==> src/rtl/msi_irq_pkg.sv <==
package msi_irq_pkg;

    localparam int TC_W       = 3;
    localparam int VEC_W      = 5;
    localparam int DW_W       = 32;
    localparam int MSG_W      = 16;
    localparam int CTL_W      = 16;
    localparam int MAX_BEATS  = 5;
    localparam int BEAT_IDX_W = $clog2(MAX_BEATS);

    // bit positions inside the message control view
    localparam int CTL_EN_BIT  = 0;
    localparam int CTL_MME_LSB = 4;
    localparam int CTL_MME_W   = 3;
    localparam int CTL_A64_BIT = 7;

    localparam logic [CTL_MME_W-1:0] MME_LIMIT = CTL_MME_W'(VEC_W);

    typedef enum logic [1:0] {
        MODE_INTX = 2'd0,
        MODE_MSI  = 2'd1,
        MODE_MSIX = 2'd2,
        MODE_OFF  = 2'd3
    } irq_mode_e;

    typedef enum logic [1:0] {
        TX_IDLE = 2'd0,
        TX_SEND = 2'd1,
        TX_DROP = 2'd2
    } tx_state_e;

    typedef struct packed {
        logic                 wide;
        logic [TC_W-1:0]      tc;
        logic [VEC_W-1:0]     vec;
        logic [CTL_MME_W-1:0] mme;
        logic [DW_W-1:0]      addr_hi;
        logic [DW_W-1:0]      addr_lo;
        logic [MSG_W-1:0]     data;
    } msi_req_t;

    // replace the granted low bits of the message data with the vector
    function automatic logic [MSG_W-1:0] vec_merge(
        input logic [MSG_W-1:0]     d,
        input logic [VEC_W-1:0]     v,
        input logic [CTL_MME_W-1:0] mme
    );
        logic [CTL_MME_W-1:0] n;
        logic [MSG_W-1:0]     m;
        n = (mme > MME_LIMIT) ? MME_LIMIT : mme;
        m = '0;
        for (int i = 0; i < VEC_W; i++) begin
            if (CTL_MME_W'(i) < n) m[i] = 1'b1;
        end
        return (d & ~m) | (MSG_W'(v) & m);
    endfunction

    // first header dword of a memory write carrying one data dword
    function automatic logic [DW_W-1:0] hdr_dw0(
        input logic [TC_W-1:0] tc,
        input logic            wide
    );
        logic [2:0] fmt;
        fmt = wide ? 3'b011 : 3'b010;
        return {fmt, 5'b00000, 1'b0, tc, 10'd0, 10'd1};
    endfunction

endpackage

==> src/rtl/irq_mode_ctrl.sv <==
module irq_mode_ctrl
    import msi_irq_pkg::*;
(
    input  logic      clk,
    input  logic      rst,
    input  logic      msi_en_i,
    input  logic      msix_en_i,
    input  logic      intx_dis_i,
    input  logic      lgcy_sts_i,
    output irq_mode_e mode_o,
    output logic      lgcy_valid_o,
    output logic      lgcy_assert_o
);

    irq_mode_e mode_q;
    irq_mode_e mode_d;
    logic      sts_q;
    logic      lv_q;
    logic      la_q;

    always_comb begin
        unique case ({msix_en_i, msi_en_i})
            2'b00:   mode_d = MODE_INTX;
            2'b01:   mode_d = MODE_MSI;
            2'b10:   mode_d = MODE_MSIX;
            default: mode_d = MODE_OFF;
        endcase
    end

    always_ff @(posedge clk) begin
        if (rst) begin
            mode_q <= MODE_INTX;
            sts_q  <= 1'b0;
            lv_q   <= 1'b0;
            la_q   <= 1'b0;
        end else begin
            mode_q <= mode_d;
            sts_q  <= lgcy_sts_i;
            lv_q   <= (lgcy_sts_i != sts_q) && (mode_q == MODE_INTX) && !intx_dis_i;
            la_q   <= lgcy_sts_i;
        end
    end

    assign mode_o        = mode_q;
    assign lgcy_valid_o  = lv_q;
    assign lgcy_assert_o = la_q;

    AST_LGCY_EDGE: assert property (@(posedge clk) disable iff (rst)
        lgcy_valid_o |-> (lgcy_assert_o != $past(sts_q)));

endmodule

==> src/rtl/msi_beat_fmt.sv <==
module msi_beat_fmt
    import msi_irq_pkg::*;
(
    input  msi_req_t              req_i,
    input  logic [BEAT_IDX_W-1:0] idx_i,
    output logic [DW_W-1:0]       beat_o,
    output logic                  last_o
);

    localparam logic [BEAT_IDX_W-1:0] LAST_WIDE   = BEAT_IDX_W'(MAX_BEATS - 1);
    localparam logic [BEAT_IDX_W-1:0] LAST_NARROW = BEAT_IDX_W'(MAX_BEATS - 2);

    logic [DW_W-1:0] beats [MAX_BEATS];
    logic [DW_W-1:0] addr32;
    logic [DW_W-1:0] payload;
    logic            unused_lo;

    assign addr32    = {req_i.addr_lo[DW_W-1:2], 2'b00};
    assign payload   = {{(DW_W-MSG_W){1'b0}}, vec_merge(req_i.data, req_i.vec, req_i.mme)};
    assign unused_lo = ^req_i.addr_lo[1:0];

    always_comb begin
        beats[0] = hdr_dw0(req_i.tc, req_i.wide);
        beats[1] = 32'h0000_000F;
        if (req_i.wide) begin
            beats[2] = req_i.addr_hi;
            beats[3] = addr32;
            beats[4] = payload;
        end else begin
            beats[2] = addr32;
            beats[3] = payload;
            beats[4] = '0;
        end
    end

    assign beat_o = beats[idx_i];
    assign last_o = (idx_i == (req_i.wide ? LAST_WIDE : LAST_NARROW));

endmodule

==> src/rtl/msi_tx_fsm.sv <==
module msi_tx_fsm
    import msi_irq_pkg::*;
(
    input  logic                 clk,
    input  logic                 rst,
    input  logic                 req_i,
    input  logic [TC_W-1:0]      tc_i,
    input  logic [VEC_W-1:0]     vec_i,
    input  irq_mode_e            mode_i,
    input  logic                 a64_i,
    input  logic [CTL_MME_W-1:0] mme_i,
    input  logic [DW_W-1:0]      addr_lo_i,
    input  logic [DW_W-1:0]      addr_hi_i,
    input  logic [MSG_W-1:0]     data_i,
    input  logic                 tx_ready_i,
    output logic                 tx_valid_o,
    output logic [DW_W-1:0]      tx_data_o,
    output logic                 tx_last_o,
    output logic                 ack_o,
    output logic                 drop_o
);

    tx_state_e             st_q;
    logic [BEAT_IDX_W-1:0] idx_q;
    msi_req_t              req_q;
    msi_req_t              cap;
    logic                  last;

    always_comb begin
        cap.wide    = a64_i && (addr_hi_i != '0);
        cap.tc      = tc_i;
        cap.vec     = vec_i;
        cap.mme     = mme_i;
        cap.addr_hi = addr_hi_i;
        cap.addr_lo = addr_lo_i;
        cap.data    = data_i;
    end

    msi_beat_fmt u_fmt (
        .req_i  (req_q),
        .idx_i  (idx_q),
        .beat_o (tx_data_o),
        .last_o (last)
    );

    always_ff @(posedge clk) begin
        if (rst) begin
            st_q  <= TX_IDLE;
            idx_q <= '0;
            req_q <= '0;
        end else begin
            unique case (st_q)
                TX_IDLE: begin
                    if (req_i) begin
                        if (mode_i == MODE_MSI) begin
                            req_q <= cap;
                            idx_q <= '0;
                            st_q  <= TX_SEND;
                        end else begin
                            st_q  <= TX_DROP;
                        end
                    end
                end
                TX_SEND: begin
                    if (tx_ready_i) begin
                        if (last) st_q  <= TX_IDLE;
                        else      idx_q <= idx_q + BEAT_IDX_W'(1);
                    end
                end
                default: st_q <= TX_IDLE;
            endcase
        end
    end

    assign tx_valid_o = (st_q == TX_SEND);
    assign tx_last_o  = tx_valid_o && last;
    assign drop_o     = (st_q == TX_DROP);
    assign ack_o      = (tx_valid_o && tx_ready_i && last) || drop_o;

    AST_VALID_HOLD: assert property (@(posedge clk) disable iff (rst)
        (tx_valid_o && !tx_ready_i) |=> (tx_valid_o && $stable(tx_data_o) && $stable(tx_last_o)));

    AST_ACK_SINGLE: assert property (@(posedge clk) disable iff (rst)
        ack_o |=> !ack_o);

    AST_PKT_END: assert property (@(posedge clk) disable iff (rst)
        (tx_valid_o && tx_ready_i && tx_last_o) |=> !tx_valid_o);

    AST_DROP_SILENT: assert property (@(posedge clk) disable iff (rst)
        drop_o |-> (!tx_valid_o && ack_o));

    AST_NO_TX_OUTSIDE_MSI: assert property (@(posedge clk) disable iff (rst)
        (st_q == TX_IDLE && req_i && mode_i != MODE_MSI) |=> !tx_valid_o);

endmodule

==> src/rtl/msi_req_handler.sv <==
module msi_req_handler
    import msi_irq_pkg::*;
(
    input  logic              clk,
    input  logic              rst,
    input  logic              irq_req_i,
    output logic              irq_ack_o,
    input  logic [TC_W-1:0]   irq_tc_i,
    input  logic [VEC_W-1:0]  irq_vec_i,
    input  logic              lgcy_sts_i,
    input  logic [CTL_W-1:0]  msi_ctl_i,
    input  logic              msix_en_i,
    input  logic              intx_dis_i,
    input  logic [DW_W-1:0]   msi_addr_lo_i,
    input  logic [DW_W-1:0]   msi_addr_hi_i,
    input  logic [MSG_W-1:0]  msi_data_i,
    output logic              tx_valid_o,
    input  logic              tx_ready_i,
    output logic [DW_W-1:0]   tx_data_o,
    output logic              tx_last_o,
    output logic              drop_o,
    output logic              lgcy_msg_valid_o,
    output logic              lgcy_msg_assert_o,
    output logic [1:0]        irq_mode_o
);

    irq_mode_e mode;
    logic      unused_ctl;

    assign unused_ctl = ^{msi_ctl_i[CTL_W-1:CTL_A64_BIT+1],
                          msi_ctl_i[CTL_MME_LSB-1:CTL_EN_BIT+1]};

    irq_mode_ctrl u_mode (
        .clk           (clk),
        .rst           (rst),
        .msi_en_i      (msi_ctl_i[CTL_EN_BIT]),
        .msix_en_i     (msix_en_i),
        .intx_dis_i    (intx_dis_i),
        .lgcy_sts_i    (lgcy_sts_i),
        .mode_o        (mode),
        .lgcy_valid_o  (lgcy_msg_valid_o),
        .lgcy_assert_o (lgcy_msg_assert_o)
    );

    msi_tx_fsm u_tx (
        .clk        (clk),
        .rst        (rst),
        .req_i      (irq_req_i),
        .tc_i       (irq_tc_i),
        .vec_i      (irq_vec_i),
        .mode_i     (mode),
        .a64_i      (msi_ctl_i[CTL_A64_BIT]),
        .mme_i      (msi_ctl_i[CTL_MME_LSB +: CTL_MME_W]),
        .addr_lo_i  (msi_addr_lo_i),
        .addr_hi_i  (msi_addr_hi_i),
        .data_i     (msi_data_i),
        .tx_ready_i (tx_ready_i),
        .tx_valid_o (tx_valid_o),
        .tx_data_o  (tx_data_o),
        .tx_last_o  (tx_last_o),
        .ack_o      (irq_ack_o),
        .drop_o     (drop_o)
    );

    assign irq_mode_o = mode;

    AST_LGCY_ONLY_INTX: assert property (@(posedge clk) disable iff (rst)
        lgcy_msg_valid_o |-> $past(irq_mode_o == 2'd0 && !intx_dis_i));

endmodule

==> config.mk <==
export PLATFORM = sky130hd
export DESIGN_NAME = msi_req_handler
export DESIGN_NICKNAME = d
export VERILOG_FILES = /design/src/rtl/msi_irq_pkg.sv /design/src/rtl/irq_mode_ctrl.sv /design/src/rtl/msi_beat_fmt.sv /design/src/rtl/msi_tx_fsm.sv /design/src/rtl/msi_req_handler.sv
export SDC_FILE = /design/constraint.sdc
export NUM_CORES = 1
export LEC_CHECK = 0
export BUFFER_PORTS_ARGS = -buffer_cell sky130_fd_sc_hd__buf_2
export CORE_AREA = 2 2 105 117
export CTS_CLUSTER_DIAMETER = 80
export DETAILED_ROUTE_END_ITERATION = 10
export DIE_AREA = 0 0 107 119
export HOLD_SLACK_MARGIN = 0.15
export PLACE_DENSITY = 0.66
export REMOVE_ABC_BUFFERS = 1
export SLEW_MARGIN = 20
export SYNTH_ARGS = -nofsm -noshare
export SYNTH_HDL_FRONTEND = slang
export SYNTH_SLANG_ARGS = --single-unit
==> constraint.sdc <==
create_clock -name clk -period 2.35 [get_ports clk]
set_input_delay 0.235 -clock clk [delete_from_list [all_inputs] [get_ports clk]]
set_output_delay 0.235 -clock clk [all_outputs]
set_load 0.005 [all_outputs]
==> metrics.csv <==
metric;value;unit
fill cell count;1077;
max_cap viols;0;
Final Wtd Congestion;0.793;
Main synth FF type;dfxtp_1;
largest net degree at the start of global routing;73;
Initial Utilization;39.7;%
Post-synth ARST share;0;%
via count;4749;
number of synthesized flops with an enable pin;0;
final-report setup violation count;0;
final hold vios;0;
Crit path max-delay family;compound AO/OA/AOI/OAI gates;
Avg Cell Area, Syn;8.02;µm²
Post-DRT Antenna Nets;0;
Cell Pwr Density;599;mW/mm²
yosys warns;0;
Num CTS Buffers;9;
register area;0.00198;mm²
Final Util;55.7;%
vias in the first global route;4684;
Worst slew margin;62.5;%
Placed Cells;838;
Worst-path clk slew;0.07;ns
Syn Std Cell Area;0.00465;mm²
Worst EP arrival;1.90;ns
reg-to-reg slack, setup;0.46;ns
CTS tree;built;
setup TNS;0;ns
FP Rows;42;
total track usage;21.7;%
Max stage delay on crit path;0.48;ns
port bufs;137;
minimum clock period after layout;2.14;ns
global-route wire length before repair;22100;µm
WP data required;2.12;ns
CTS sink cnt;99;
share of layout cells above drive strength 1;27.3;%
hold path start;msi_addr_hi_i[5];
clock skew;0.00612;ns
drt total wl;13700;µm
H-tree levels;3;
FF+latch count, synth;99;
Hold Crit Endpoint;u_tx.req_q[53];
crit start category;flip-flop;
Core Footprint;0.0117;mm²
Worst Hold Slack;0.154;ns
Pre-antenna DRT Iters;5;
CP cell instances;nand2b_1 -> o21ai_2 -> o2bb2ai_1 -> buf_2;
Distinct cells, synth;46;
Clock Tree Buf Depth;2;
Synth Instances;580;
Die Footprint;0.0127;mm²
HPWL after DPL;8640;µm
final net count;889;
Layout Cells excl Fill;935;
Reg-to-Reg Start;u_tx.idx_q[0];
Die H;119;µm
peak supply drop;0.000314;V
Register-to-Register Path Depth;6;
sequential cell area fraction in the yosys report;42.6;%
fin crit share;91.0;%
initial DRC count;303;
Worst Path Max Fanout;8;
Slew @ Worst Pin;0.557;ns
Crit path buffers/inverters;1;
ANT cells;0;
drt wl/cell;14.6;µm
CP max-delay cell;o21ai_2;
PnR Total Power;3.91;mW
Remaining DRCs;0;
RSZ-0062 raised after global routing;no;
Die W;107;µm
clock latency at the later pin of the worst-skew pair;0.34;ns
Setup Buffers After CTS;0;
r2r endpoint;u_tx.idx_q[2];
Worst Setup End Kind;output port;
Via density;5.08;
initial antenna violation count;1;
global route overflow;0;
Hold Path Stages;3;
Pleak;2.47;nW
kind of critical path;reg -> out;
status;finished, final reports clean;
multi-input logic area;0.00232;mm²
worst min path class;in -> reg;
Pins Over Slew Limit;0;
fmax;0.468;GHz
root buffer cell;clkbuf_16;
Top Ports;151;
Area Overhead vs Synth;40.2;%
## area by class of cell
class | instances | area share [%]
clock buffer | 10 | 3.66
clock inverter | 6 | 1.73
inverter | 4 | 0.230
multi-input combinational | 431 | 35.6
sequential | 99 | 30.4
tap | 154 | 2.95
timing repair buffer | 231 | 25.4
## Yosys cell counts, types with 2 or more instances
master | count | share of area (%)
a21oi_1 | 70 | 7.5
a21oi_2 | 30 | 5.6
a22o_1 | 3 | 0.56
a22oi_1 | 21 | 3.4
a31oi_1 | 2 | 0.27
and4bb_4 | 2 | 0.70
buf_2 | 15 | 1.6
buf_4 | 2 | 0.32
buf_6 | 5 | 1.2
buf_8 | 8 | 2.6
clkbuf_1 | 14 | 1.1
dfxtp_1 | 99 | 43
ha_1 | 2 | 0.54
inv_1 | 4 | 0.32
mux2_2 | 4 | 0.97
mux2i_1 | 3 | 0.65
nand2_1 | 189 | 15
nand2b_1 | 4 | 0.54
nand3_1 | 2 | 0.22
nand3b_1 | 2 | 0.32
nand4_1 | 4 | 0.54
nor2_1 | 30 | 2.4
nor2b_1 | 6 | 0.81
nor3_1 | 2 | 0.22
nor4_1 | 9 | 1.2
o211ai_1 | 2 | 0.32
o21a_1 | 3 | 0.48
o21ai_0 | 6 | 0.65
o22ai_1 | 8 | 1.1
o2bb2ai_1 | 7 | 1.3
o31ai_1 | 7 | 1.1
## cell usage in the layout (no fill, tap or decap), drive strengths merged, types with 2 or more instances in the layout
cell type,synthesis,final
dfxtp,99,99
a21oi,100,100
nand2,190,190
ha,2,2
and4bb,2,2
a31oi,2,2
nand3b,2,2
o31ai,7,7
clkinvlp,0,3
nand2b,4,4
nor4,9,9
o2bb2ai,7,7
inv,4,4
o22ai,8,8
a22o,3,3
clkbuf,14,10
o21ai,7,7
bufinv,0,3
xnor2,2,2
mux2,4,4
o211ai,2,2
nor3,2,2
buf,32,150
mux2i,3,3
nand3,2,2
nor2b,6,6
a22oi,21,21
nor2,30,30
dlygate4sd3,0,81
nand4,4,4
o21a,3,3
## worst max-delay path by stage
| stage | from | to | slack (ns) | cells past startpoint |
|---|---|---|---|---|
| final | u_tx.idx_q[1] | tx_data_o[4] | 0.21 | 4 |
| after global routing | u_tx.idx_q[0] | tx_data_o[2] | 0.07 | 6 |
| after CTS | u_tx.req_q[91] | tx_data_o[29] | 0.16 | 5 |
| after detailed placement | u_tx.req_q[91] | tx_data_o[3] | 0.38 | 5 |
| after global placement | u_tx.req_q[91] | tx_data_o[29] | 0.41 | 5 |
| after floorplan | u_tx.req_q[91] | tx_data_o[4] | -0.0005 | 4 |
## power breakdown
| group | leakage (nW) | switching [mW] | internal (mW) |
|---|---|---|---|
| clock network | 0.161 | 0.654 | 1.07 |
| registers | 0.803 | 0.0300 | 1.72 |
| logic | 1.50 | 0.200 | 0.228 |
| total | 2.47 | 0.884 | 3.02 |
## routing by layer
metal	GRT usage, %	vias up	share of wire [%]
met4	9.50	2	3.2
met5	0	-	0.12
met2	36.3	149	49
li1	-	2373	-
met3	5.25	39	4.9
met1	26.3	2186	43
## cells by family after synthesis
logic type      synth area share [%]
compound gates                  23.4
simple gates                    23.7
flops                           42.6
fa+ha+maj                      0.538
buf+inv                         7.69
mux                             1.61
xor+xnor                       0.538
## metrics by stage
| stage | setup slack (ns) | area (µm²) |
|---|---|---|
| after global routing | 0.0683 | 6530 |
| after global placement | 0.405 | 5360 |
| after detailed placement | 0.384 | 5360 |
| final | 0.212 | 6530 |
| after floorplan | -0.000543 | 4310 |
| after CTS | 0.161 | 6530 |
## sequential cells by signal, summed over array words and instances (netlist names)
register and cells:
u_tx.idx_q 3, u_tx.req_q 90, u_mode.sts_q 1, u_mode.mode_o 2, u_mode.lgcy_valid_o 1, u_tx.st_q 2
## repair_timing
item | 4_1_cts | 5_1_grt
gates resized for setup | 2 | 0
endpoints found under the hold margin | 80 | 0
hold buffers | 81 | 0
endpoints found under the setup margin | 2 | 0
## worst min-delay path: cells and delay by family
kind	cells	cell delay, ns
compound gates	1	0.05
simple gates	1	0.07
buf+inv	1	0.10
Power figures use the tool's default switching activity.
